[config.mk]
export PLATFORM = sky130hd
export DESIGN_NAME = t1_alarm_det
export DESIGN_NICKNAME = d
export VERILOG_FILES = /design/src/rtl/t1_alarm_pkg.sv /design/src/rtl/t1_zero_mon.sv /design/src/rtl/t1_yellow_det.sv /design/src/rtl/t1_status_latch.sv /design/src/rtl/t1_alarm_det.sv
export SDC_FILE = /design/constraint.sdc
export NUM_CORES = 1
export LEC_CHECK = 0
export ABC_CLOCK_PERIOD_IN_PS = 2700
export CELL_PAD_IN_SITES_DETAIL_PLACEMENT = 2
export CELL_PAD_IN_SITES_GLOBAL_PLACEMENT = 2
export CORE_ASPECT_RATIO = 1.5
export CORE_MARGIN = 10
export CORE_UTILIZATION = 43
export DETAILED_ROUTE_END_ITERATION = 12
export PLACE_DENSITY_LB_ADDON = 0.1
export SLEW_MARGIN = 20
export SYNTH_ARGS = -nofsm -noshare
export SYNTH_HDL_FRONTEND = slang
export SYNTH_SLANG_ARGS = --single-unit
[constraint.sdc]
create_clock -name clk_i -period 2.7 [get_ports clk_i]
set_input_delay 0.54 -clock clk_i [delete_from_list [all_inputs] [get_ports clk_i]]
set_output_delay 0.54 -clock clk_i [all_outputs]
set_load 0.005 [all_outputs]
[src/rtl/t1_alarm_pkg.sv]
package t1_alarm_pkg;
  typedef enum logic [1:0] {
    YM_BIT2 = 2'd0,
    YM_SBIT = 2'd1,
    YM_FDL  = 2'd2
  } ylw_mode_e;

  localparam int unsigned ST_Z8  = 0;
  localparam int unsigned ST_Z16 = 1;
  localparam int unsigned ST_CL  = 2;
  localparam int unsigned ST_CLC = 3;
  localparam int unsigned ST_YEL = 4;
  localparam int unsigned ST_N   = 5;
endpackage

[src/rtl/t1_zero_mon.sv]
module t1_zero_mon #(
  parameter int unsigned ZS  = 8,
  parameter int unsigned ZL  = 16,
  parameter int unsigned CLS = 192,
  parameter int unsigned WIN = 112,
  parameter int unsigned CLO = 14
) (
  input  logic clk_i,
  input  logic rst_ni,
  input  logic bit_i,
  input  logic bit_vld_i,
  output logic z8_o,
  output logic z16_o,
  output logic cl_o,
  output logic cl_clr_o
);
  localparam int unsigned RUN_W = $clog2(CLS + 1);
  localparam int unsigned CNT_W = $clog2(WIN + 1);
  localparam logic [RUN_W-1:0] RUN_MAX = RUN_W'(CLS);
  localparam logic [CNT_W-1:0] ONES_CLR = CNT_W'(CLO);

  logic [RUN_W-1:0] run_q;
  logic [WIN-1:0]   win_q;
  logic [CNT_W-1:0] ones_q;
  logic             cl_q, cl_clr_q;
  logic             cl_end;

  assign cl_end = cl_q && (ones_q >= ONES_CLR);

  always_ff @(posedge clk_i or negedge rst_ni) begin
    if (!rst_ni) begin
      run_q  <= '0;
      win_q  <= '0;
      ones_q <= '0;
    end else if (bit_vld_i) begin
      if (bit_i)                run_q <= '0;
      else if (run_q != RUN_MAX) run_q <= run_q + 1'b1;
      win_q  <= {win_q[WIN-2:0], bit_i};
      ones_q <= ones_q + CNT_W'(bit_i) - CNT_W'(win_q[WIN-1]);
    end
  end

  always_ff @(posedge clk_i or negedge rst_ni) begin
    if (!rst_ni) begin
      cl_q     <= 1'b0;
      cl_clr_q <= 1'b0;
    end else begin
      cl_clr_q <= cl_end;
      if (!cl_q && run_q == RUN_MAX) cl_q <= 1'b1;
      else if (cl_end)               cl_q <= 1'b0;
    end
  end

  assign z8_o     = run_q >= RUN_W'(ZS);
  assign z16_o    = run_q >= RUN_W'(ZL);
  assign cl_o     = cl_q;
  assign cl_clr_o = cl_clr_q;
endmodule

[src/rtl/t1_yellow_det.sv]
module t1_yellow_det
  import t1_alarm_pkg::*;
#(
  parameter int unsigned Y_CHANNELS = 256,
  parameter int unsigned FDL_HALF   = 8,
  parameter int unsigned FDL_REPS   = 16
) (
  input  logic      clk_i,
  input  logic      rst_ni,
  input  logic      bit_i,
  input  logic      bit_vld_i,
  input  logic      b2_stb_i,
  input  logic      s12_stb_i,
  input  logic      fdl_stb_i,
  input  ylw_mode_e mode_i,
  output logic      yel_o
);
  localparam int unsigned FDL_LEN = 2 * FDL_HALF;
  localparam int unsigned PH_W    = $clog2(FDL_LEN);
  localparam int unsigned B2_W    = $clog2(Y_CHANNELS + 1);
  localparam int unsigned RP_W    = $clog2(FDL_REPS + 1);
  localparam logic [B2_W-1:0]    B2_MAX  = B2_W'(Y_CHANNELS);
  localparam logic [RP_W-1:0]    RP_MAX  = RP_W'(FDL_REPS);
  localparam logic [PH_W-1:0]    PH_LAST = PH_W'(FDL_LEN - 1);
  localparam logic [PH_W-1:0]    PH_HALF = PH_W'(FDL_HALF);
  localparam logic [FDL_LEN-1:0] FLAG    = {{FDL_HALF{1'b0}}, {FDL_HALF{1'b1}}};

  ylw_mode_e          mode_q;
  logic [B2_W-1:0]    b2_cnt_q;
  logic [FDL_LEN-2:0] hist_q;
  logic [PH_W-1:0]    phase_q;
  logic [RP_W-1:0]    reps_q;
  logic               yel_q;
  logic               exp_bit;

  assign exp_bit = phase_q >= PH_HALF;

  always_ff @(posedge clk_i or negedge rst_ni) begin
    if (!rst_ni) begin
      mode_q   <= YM_BIT2;
      b2_cnt_q <= '0;
      hist_q   <= '0;
      phase_q  <= '0;
      reps_q   <= '0;
      yel_q    <= 1'b0;
    end else if (mode_i != mode_q) begin
      mode_q   <= mode_i;
      b2_cnt_q <= '0;
      hist_q   <= '0;
      phase_q  <= '0;
      reps_q   <= '0;
      yel_q    <= 1'b0;
    end else if (bit_vld_i) begin
      unique case (mode_q)
        YM_BIT2: if (b2_stb_i) begin
          if (bit_i) begin
            b2_cnt_q <= '0;
            yel_q    <= 1'b0;
          end else if (b2_cnt_q != B2_MAX) begin
            b2_cnt_q <= b2_cnt_q + 1'b1;
            if (b2_cnt_q == B2_MAX - 1'b1) yel_q <= 1'b1;
          end
        end
        YM_SBIT: if (s12_stb_i) yel_q <= bit_i;
        YM_FDL: if (fdl_stb_i) begin
          hist_q <= {hist_q[FDL_LEN-3:0], bit_i};
          if (reps_q == '0) begin
            // acquire: first full flag seen in the sliding history
            if ({hist_q, bit_i} == FLAG) begin
              reps_q  <= RP_W'(1);
              phase_q <= '0;
              yel_q   <= (FDL_REPS == 1);
            end
          end else if (bit_i != exp_bit) begin
            reps_q  <= '0;
            phase_q <= '0;
            yel_q   <= 1'b0;
          end else if (phase_q == PH_LAST) begin
            phase_q <= '0;
            if (reps_q != RP_MAX) reps_q <= reps_q + 1'b1;
            if (reps_q == RP_MAX - 1'b1) yel_q <= 1'b1;
          end else begin
            phase_q <= phase_q + 1'b1;
          end
        end
        default: ;
      endcase
    end
  end

  assign yel_o = yel_q;
endmodule

[src/rtl/t1_status_latch.sv]
module t1_status_latch #(
  parameter int unsigned N = 5
) (
  input  logic         clk_i,
  input  logic         rst_ni,
  input  logic [N-1:0] src_i,
  input  logic         rd_i,
  input  logic         rd_burst_i,
  input  logic [N-1:0] mask_i,
  output logic [N-1:0] status_o,
  output logic         irq_no
);
  logic clr;
  assign clr = rd_i && !rd_burst_i;

  for (genvar i = 0; i < N; i++) begin : g_bit
    logic st_q;
    always_ff @(posedge clk_i or negedge rst_ni) begin
      if (!rst_ni) st_q <= 1'b0;
      else         st_q <= src_i[i] | (st_q & ~clr); // set wins over read
    end
    assign status_o[i] = st_q;
  end

  assign irq_no = ~|(status_o & mask_i);
endmodule

[src/rtl/t1_alarm_det.sv]
module t1_alarm_det
  import t1_alarm_pkg::*;
#(
  parameter int unsigned ZERO_SHORT  = 8,
  parameter int unsigned ZERO_LONG   = 16,
  parameter int unsigned CL_SET_ZERO = 192,
  parameter int unsigned CL_WIN      = 112,
  parameter int unsigned CL_CLR_ONES = 14,
  parameter int unsigned Y_CHANNELS  = 256,
  parameter int unsigned FDL_HALF    = 8,
  parameter int unsigned FDL_REPS    = 16
) (
  input  logic            clk_i,
  input  logic            rst_ni,
  input  logic            bit_i,
  input  logic            bit_vld_i,
  input  logic            b2_stb_i,
  input  logic            s12_stb_i,
  input  logic            fdl_stb_i,
  input  logic            esf_mode_i,
  input  logic            ylw_sbit_i,
  input  logic            rd_i,
  input  logic            rd_burst_i,
  input  logic [ST_N-1:0] mask_i,
  output logic [ST_N-1:0] status_o,
  output logic            irq_no
);
  logic      z8, z16, cl, cl_clr, yel;
  ylw_mode_e ymode;
  logic [ST_N-1:0] src;

  assign ymode = esf_mode_i ? YM_FDL : (ylw_sbit_i ? YM_SBIT : YM_BIT2);

  t1_zero_mon #(
    .ZS(ZERO_SHORT), .ZL(ZERO_LONG), .CLS(CL_SET_ZERO),
    .WIN(CL_WIN), .CLO(CL_CLR_ONES)
  ) u_zero (
    .clk_i, .rst_ni, .bit_i, .bit_vld_i,
    .z8_o(z8), .z16_o(z16), .cl_o(cl), .cl_clr_o(cl_clr)
  );

  t1_yellow_det #(
    .Y_CHANNELS(Y_CHANNELS), .FDL_HALF(FDL_HALF), .FDL_REPS(FDL_REPS)
  ) u_yel (
    .clk_i, .rst_ni, .bit_i, .bit_vld_i, .b2_stb_i, .s12_stb_i, .fdl_stb_i,
    .mode_i(ymode), .yel_o(yel)
  );

  always_comb begin
    src         = '0;
    src[ST_Z8]  = z8;
    src[ST_Z16] = z16;
    src[ST_CL]  = cl;
    src[ST_CLC] = cl_clr;
    src[ST_YEL] = yel;
  end

  t1_status_latch #(.N(ST_N)) u_stat (
    .clk_i, .rst_ni, .src_i(src), .rd_i, .rd_burst_i, .mask_i,
    .status_o, .irq_no
  );
endmodule

==> results.env, run 1 <==
STATUS='complete, no violations'
WIRE_PER_INST_UM=18.9
FP.DIEAREA_UM2=23400
VIAS=4772
WORST_CLOCK_SKEW_NS=0.0163
DRT_FIRST_ITER_VIOLATIONS=184
PLACED_CELLS_INCL_TAPS=836
GRT.BUSIEST_LAYER='met2'
DRC=0
TOTALWIRELENGTH_UM=16400
MAPPEDNETLISTAREA_UM2=7550
PLACE_WS_NS=-0.110
ROUTED_VIA_DENSITY=5.50
USE_MET3_PCT=2.67
POWER_PER_CELL_AREA_nW_PER_UM2=758
STD_CELL_ROWS=59
WORSTSKEWPAIRLATENCY_NS=0.43
CORE-AREA_UM2=17300
STDCELL_COUNT=868
TIGHTEST_SLEW_NS=0.815
SYNTH.AVG_CELL_AREA_UM2=12.3
TIMING.CRITICAL_PATH.TO_TYPE='primary output'
CTS-ROOT-BUF='clkbuf_16'
TRACK_USAGE_PCT=14.8
FINAL.PERIOD_UTILIZATION_PCT=89.6
CRITICAL_PATH_PEAK_FANOUT=1
REQUIRED_NS=2.16
SYNTH.NET_COUNT=654
GRT_ANTENNA_BEFORE_REPAIR=0
FIRST_PASS_GRT_WIRE_LENGTH_UM=28200
FINAL.SETUP.WORST_SLACK_NS=0.282
AREA_GROWTH_PCT=14.5
SYNTH_SEQ_AREA_SHARE_PCT=56.3
MAXCAPVIOLATIONS=0
USE_MET1_PCT=15.9
CRITPATHLAUNCHTYPE='input port'
CTS_TREE='yes'
VDD_IR_DROP_MAX_mV=0.503
LEAKAGEPOWER_nW=4.06
SETUP-VIOLATIONS-FINAL=0
GRT_MAX_DEGREE=68
WORSTPATHCELLLIST='clkdlybuf4s50_1 -> a222oi_1 -> inv_1 -> a221oi_1 -> dlygate4sd2_1'
CLOCK-SINKS=170
FINAL-HOLD-VIOLATION-COUNT=0
FMAXACHIEVABLE_MHz=414
ASYNC_RESET_FF_SHARE_PCT=100
CRITPATHSLOWESTCELL='clkdlybuf4s50_1'
ANTENNA-DIODE-COUNT=0
COUNT_OF_CELL_TYPES_IN_THE_NETLIST=60
FLOORPLAN.INITIALDENSITY_PCT=43.7
GRT.MET2_USAGE_PCT=27.9
DRT_PRE_ANTENNA_ITERS=4
CLOCK_SLEW_SEEN_BY_THE_REGISTERS_OF_THE_WORST_SETUP_AND_HOLD_PATHS_NS=0.07
CTS_BUFFERS=17
DIE_X_UM=128
TIMING.FINAL.MAX_SLEW_VIOLATIONS=0
SYN-INSTANCE-COUNT=613
CTSHTREEMAXLEVEL=4
YS_DOMINANT_REG_CELL='dfrtp_1'
MAX_SLEW_MARGIN_PCT=45.7
PLACE.DETAILED.HPWL_UM=11100
TOTAL_POWER_mW=6.55
PORT_BUFFERS=21
HOLD_PATH_CLASS='in2async'
PIN_COUNT=22
FINAL_PERIOD_MINUS_WORST_SETUP_SLACK_NS=2.42
ANTENNA_VIOLATING_NETS_POST_ROUTE=0
RSZ0062_AT_GRT='no'
GLOBALPLACE.CONGESTION=0.809
YOSYSWARNINGCOUNT=0
LAYOUT_CELL_SHARE_WITH_DRIVE_STRENGTH_BEYOND_1_PCT=26.6
CPPEAKSTAGEDELAY_NS=0.43
GR-TOTAL-OVERFLOW=0
YS_FF_LATCH=170
DIE_H_UM=182
FINAL_UTIL_PCT=50.0
CRITICALPATHCATEGORY='in2out'
WORST_EP_ARRIVAL_TIME_NS=1.88
LAYOUT.NETS=683
FIRST_GLOBAL_VIAS=5529
NUMBER_OF_ENABLE_TYPE_REGISTER_CELLS_IN_THE_SYNTHESIZED_NETLIST=0
CTS_BUFFER_DEPTH=2
[cells by family (layout without fill, tap and decap cells)]
| kind of cell | count (synthesis) | after routing | share of synthesized area [%] |
|---|---|---|---|
| adders and majority gates | 25 | 25 | 4.24 |
| muxes | 119 | 119 | 17.7 |
| and+or+nand+nor | 140 | 140 | 9.66 |
| xor gates and xnor gates | 7 | 7 | 0.812 |
| AOI/OAI and AO/OA | 90 | 90 | 7.91 |
| buffers and inverters | 62 | 104 | 3.38 |
| DFF | 170 | 170 | 56.3 |
[through the flow]
stage / area [um2] / TNS [ns] / hold slack, ns
2_1_floorplan: 7550 / 0 / 0.244
3_3_place_gp: 8050 / -0.0158 / 0.410
3_5_place_dp: 8050 / -0.259 / 0.437
4_1_cts: 8640 / 0 / 0.0509
5_1_grt: 8640 / 0 / 0.0633
6_report: 8640 / 0 / 0.0423
[cell usage after synthesis, types with 5 or more instances]
cell type  number  area share, %
buf_4           5           0.50
nand3_1        12           0.80
o21ai_0        14           0.93
mux2i_1         6           0.80
dfrtp_1       170             56
a31oi_1         5           0.41
nor4_1          5           0.41
clkbuf_1       21            1.0
a21oi_1        30            2.0
ha_1           24            4.0
nor3_1          7           0.46
mux2_2        113             17
xnor2_1         5           0.58
nor2_1         19           0.94
and3_1          5           0.41
nand2_1        57            2.8
inv_1          29            1.4
a21o_1          6           0.60
[power breakdown]
part | switching, mW | leakage [nW] | internal, mW
logic | 0.591 | 1.47 | 0.551
clock network | 1.08 | 0.288 | 1.33
registers | 0.177 | 2.30 | 2.82
total | 1.85 | 4.06 | 4.70
[final timing paths]
check,start,to,slack [ns],cells after the start
max,mask_i[3],irq_no,0.28,5
min,rst_ni,u_zero.win_q[30],0.04,1
max reg2reg,u_yel.reps_q[0],u_yel.reps_q[2],0.29,8
min reg2reg,u_zero.cl_clr_o,u_stat.g_bit[3].st_q,0.44,1
max in group asynchronous,rst_ni,u_zero.run_q[6],1.79,2
min in group clk_i,bit_vld_i,u_zero.run_q[7],0.42,2
[sequential cells by signal (all words and copies together) (netlist names), 4 cells and up]
name,flops
u_stat.g_bit.st_q,5
u_zero.ones_q,7
u_yel.b2_cnt_q,9
u_yel.phase_q,4
u_zero.run_q,8
u_zero.win_q,112
u_yel.hist_q,15
u_yel.reps_q,5
[timing repair]
item	4_1_cts	5_1_grt
setup buffers	0	0
endpoints found under the setup margin	1	0
hold buffers	0	0
gates resized for setup	1	0
[critical path: cells and delay by family]
family	cells	cell delay (ns)
AO/OA/AOI/OAI	2	0.53
buffers and inverters	3	0.81
[area by class of cell]
cell class / count / area (um2)
Sequential cell: 170 / 4250
Fill cell: 1688 / 8630
Multi-Input combinational cell: 381 / 3040
Clock buffer: 18 / 439
Tap cell: 213 / 267
Clock inverter: 14 / 151
Inverter: 30 / 113
Timing Repair Buffer: 42 / 378
[layer usage]
layer  vias up  part of all wire [%]
li1       2222                     -
met1      2501                    40
met2        32                    57
met3        17                   1.8
met4         0                   1.4
met5         -                     0
[cell usage in the layout, fill, tap and decap left out, drive strengths merged, types with 14 or more instances in the layout]
master,synthesis,layout
dfrtp,170,170
mux2,113,113
nand2,57,57
inv,29,37
a21oi,30,30
ha,24,24
buf,11,23
nor2,19,19
clkdlybuf4s50,0,18
clkbuf,21,18
o21ai,14,14
Power figures use the tool's default switching activity.
==> inputs of run 2 (changes only) <==
--- a/config.mk
+++ b/config.mk
@@ -12,6 +12,7 @@
 export CORE_MARGIN = 10
 export CORE_UTILIZATION = 43
 export DETAILED_ROUTE_END_ITERATION = 12
+export GPL_TIMING_DRIVEN = 0
 export PLACE_DENSITY_LB_ADDON = 0.1
 export SLEW_MARGIN = 20
 export SYNTH_ARGS = -nofsm -noshare
==> run 2 against run 1 <==
  * Global-route usage up 0.45 points
  * Routed wire length up 3.0%
  * Power up 0.41%
  * Count of clock-buffer cells in the layout down 1
  * Largest cell class unchanged
  * Setup slack worse by 0.25 ns
  * Flip-flop and latch count unchanged
  * Combinational power about the same
  * Clock skew down 0.0051 ns
  * First-iteration DRC count up 6.5%
  * Register-to-register slack better by 0.06 ns
  * Design area up 0.28%
==> results.env, run 2 (synthesis results as in run 1) <==
STATUS='complete, no violations'
CTS_TREE='yes'
ANTENNA-DIODE-COUNT=0  # unchanged
FINAL_STANDARD_CELL_AREA_WITHOUT_FILLERS_UM2=8670  # +0.28%
SETUP_TNS_NS=0  # unchanged
TRACK_USAGE_PCT=15.3  # +0.45 points
LAYOUT_CELL_SHARE_WITH_DRIVE_STRENGTH_BEYOND_1_PCT=24.4  # -2.2 points
CPPEAKSTAGEDELAY_NS=0.53  # +0.10 ns
CTS_BUFFERS=17  # unchanged
MOST_USED_CELLS_IN_THE_LAYOUT_EXCLUDING_FILL_AND_TAP_CELLS='170 x dfrtp_1, 113 x mux2_2, 57 x nand2_1, 30 x a21oi_1, 29 x inv_1'
MAX_FFS_PER_REGISTER=112  # unchanged
VIAS=4834  # +1.3%
CTS_BUFFER_DEPTH=2  # unchanged
MAX_SLEW_MARGIN_PCT=35.8  # -9.9 points
FINAL.PERIOD_UTILIZATION_PCT=98.7  # +9.1 points
FINAL_UTIL_PCT=50.2  # +0.14 points
DIE_H_UM=182  # unchanged
BIGGESTREGSBYFLOPS='u_zero.win_q x112, u_yel.hist_q x15, u_yel.b2_cnt_q x9'
TIMING.FINAL.MAX_SLEW_VIOLATIONS=0  # unchanged
FMAXACHIEVABLE_MHz=375  # -9.3%
TIGHTEST_SLEW_NS=0.963  # +0.149 ns
PIN_COUNT=22  # unchanged
TOTAL_POWER_mW=6.58  # +0.41%
GR-TOTAL-OVERFLOW=0  # unchanged
FP.DIEAREA_UM2=23400  # unchanged
FINAL-HOLD-VIOLATION-COUNT=0  # unchanged
CTS_HOLD_BUFFERS=0  # unchanged
TOTALWIRELENGTH_UM=16900  # +3.0%
STD_CELL_ROWS=59  # unchanged
SETUP-VIOLATIONS-FINAL=0  # unchanged
CLOCK_SLEW_SEEN_BY_THE_REGISTERS_OF_THE_WORST_SETUP_AND_HOLD_PATHS_NS=0.07  # about the same
FILLER_CELL_COUNT=1686  # -0.12%
CRITICAL_PATH_PEAK_FANOUT=10  # +9
DIE_X_UM=128  # unchanged
CRITICALPATHCATEGORY='in2reg'
LEAKAGEPOWER_nW=4.05  # -0.25%
DRC=0  # unchanged
ROUTED_VIA_DENSITY=5.49  # -0.20%
CTS-ROOT-BUF='clkbuf_16'
GLOBALPLACE.CONGESTION=0.775  # -4.2%
REGISTER_WITH_THE_HIGHEST_FLOP_COUNT='u_zero.win_q'
DRT_FIRST_ITER_VIOLATIONS=196  # +6.5%
PLACED_CELL_AREA_UM2=8060  # about the same
REQUIRED_NS=3.02  # +0.86 ns
PORT_BUFFERS=21  # unchanged
WORSTPATHCELLLIST='clkdlybuf4s50_1 -> clkbuf_4 -> or4bb_1 -> nor4_4 -> buf_4 -> o211ai_1 -> a22o_1 -> a22o_1'
GRT_ANTENNA_BEFORE_REPAIR=0  # unchanged
FLOORPLAN.INITIALDENSITY_PCT=43.7  # unchanged
WORST_CLOCK_SKEW_NS=0.0112  # -0.00509 ns
CTSHTREEMAXLEVEL=4  # unchanged
CRITPATHSLOWESTCELL='clkdlybuf4s50_1'
TIMING.CRITICAL_PATH.TO_TYPE='register'
WORST-PATH-BUF-INV=3  # unchanged
MOST_FREQUENT_STANDARD_CELL_IN_THE_LAYOUT_EXCLUDING_FILL_AND_TAP_CELLS='dfrtp_1'
LAYOUT.NETS=696  # +1.9%
CPMOSTUSEDCELL='a22o_1'
WORSTSKEWPAIRLATENCY_NS=0.43  # about the same
PLACE.DETAILED.HPWL_UM=11600  # +4.4%
PATH_DELAY_FAMILY='buffers and inverters'
FIRST_PASS_GRT_WIRE_LENGTH_UM=29000  # +2.6%
FINAL_PERIOD_MINUS_WORST_SETUP_SLACK_NS=2.66  # +0.247 ns
AREA_GROWTH_PCT=14.8
HOLD_PATH_CLASS='in2async'
CLOCK-SINKS=170  # unchanged
CORE-AREA_UM2=17300  # unchanged
DRT_PRE_ANTENNA_ITERS=4  # unchanged
ANTENNA_VIOLATING_NETS_POST_ROUTE=0  # unchanged
CRITPATHLAUNCHTYPE='input port'
MAXCAPVIOLATIONS=0  # unchanged
POWER_PER_CELL_AREA_nW_PER_UM2=759  # +0.14%
VDD_IR_DROP_MAX_mV=0.435  # -13%
GRT_MAX_DEGREE=93  # +37%
WORST_EP_ARRIVAL_TIME_NS=2.99  # +1.11 ns
WIRE_PER_INST_UM=19.2  # +1.5%
FIRST_GLOBAL_VIAS=5707  # +3.2%
## run 2: cell count changes in the layout (fill, tap and decap cells not counted), sizes merged
cell           before  now
clkbuf             18   39
clkdlybuf4s50      18   19
bufinv              1    0
clkinv              4    8
clkinvlp            2    0
buf                23   13
## run 2: timing repair
| item | in CTS | in global routing |
|---|---|---|
| gates cloned | 0 | 0 |
| gates resized for setup | 2 | 1 |
| setup buffers | 0 | 1 |
| pin swaps | 0 | 1 |
| endpoints found under the setup margin | 37 | 1 |
## run 2: path summary, 6_finish.rpt
kind | start | to | slack [ns] | depth (start not counted)
setup / recovery | bit_i | u_yel.reps_q[2] | 0.04 | 8
hold / removal | rst_ni | u_yel.reps_q[2] | 0.09 | 1
setup reg to reg | u_yel.b2_cnt_q[0] | u_yel.yel_o | 0.35 | 9
hold reg to reg | u_zero.cl_clr_o | u_stat.g_bit[3].st_q | 0.45 | 1
max in group asynchronous | rst_ni | u_zero.win_q[110] | 1.75 | 2
min in group clk_i | u_zero.cl_clr_o | u_stat.g_bit[3].st_q | 0.45 | 1
## run 2: per-stage QoR
step | cells | hold slack (ns) | setup slack, ns
after floorplan | 613 | 0.244 | 0.562
after global placement | 847 | 0.423 | -5.62
after detailed placement | 848 | 0.443 | -0.495
after CTS | 880 | 0.116 | 0.0760
after global routing | 881 | 0.139 | -0.0000524
final | 881 | 0.0939 | 0.0351
## run 2: power by group
| part | internal, mW | total [mW] | switching [mW] |
|---|---|---|---|
| registers | 2.82 | 2.99 | 0.178 |
| clock network | 1.25 | 2.42 | 1.17 |
| logic | 0.558 | 1.16 | 0.602 |
| total | 4.62 | 6.58 | 1.95 |
## run 2: area by class of cell
class	instances	area [um2]	area share (%)
clock buffer	17	425	4.91
inverter	30	113	1.30
clock inverter	15	171	1.98
sequential	170	4250	49.1
multi-input combinational	381	3040	35.1
timing repair buffer	23	249	2.87
tap	213	267	3.08
buffer	32	146	1.69
## run 2: worst register-to-register path, delay by kind of cell, from the launching register on
| kind | cells | cell delay (ns) |
|---|---|---|
| adder cells (fa/ha/maj) | 2 | 0.35 |
| AO/OA/AOI/OAI | 4 | 0.95 |
| AND/OR/NAND/NOR | 3 | 0.51 |
| flip-flops | 1 | 0.41 |
## run 2: layer usage
layer	vias to the layer above	share of wire, %	track usage [%]
met5	-	0	0
met4	0	1.1	4.43
met3	14	2.0	3.37
met2	37	57	28.3
met1	2531	40	16.6
li1	2252	-	-
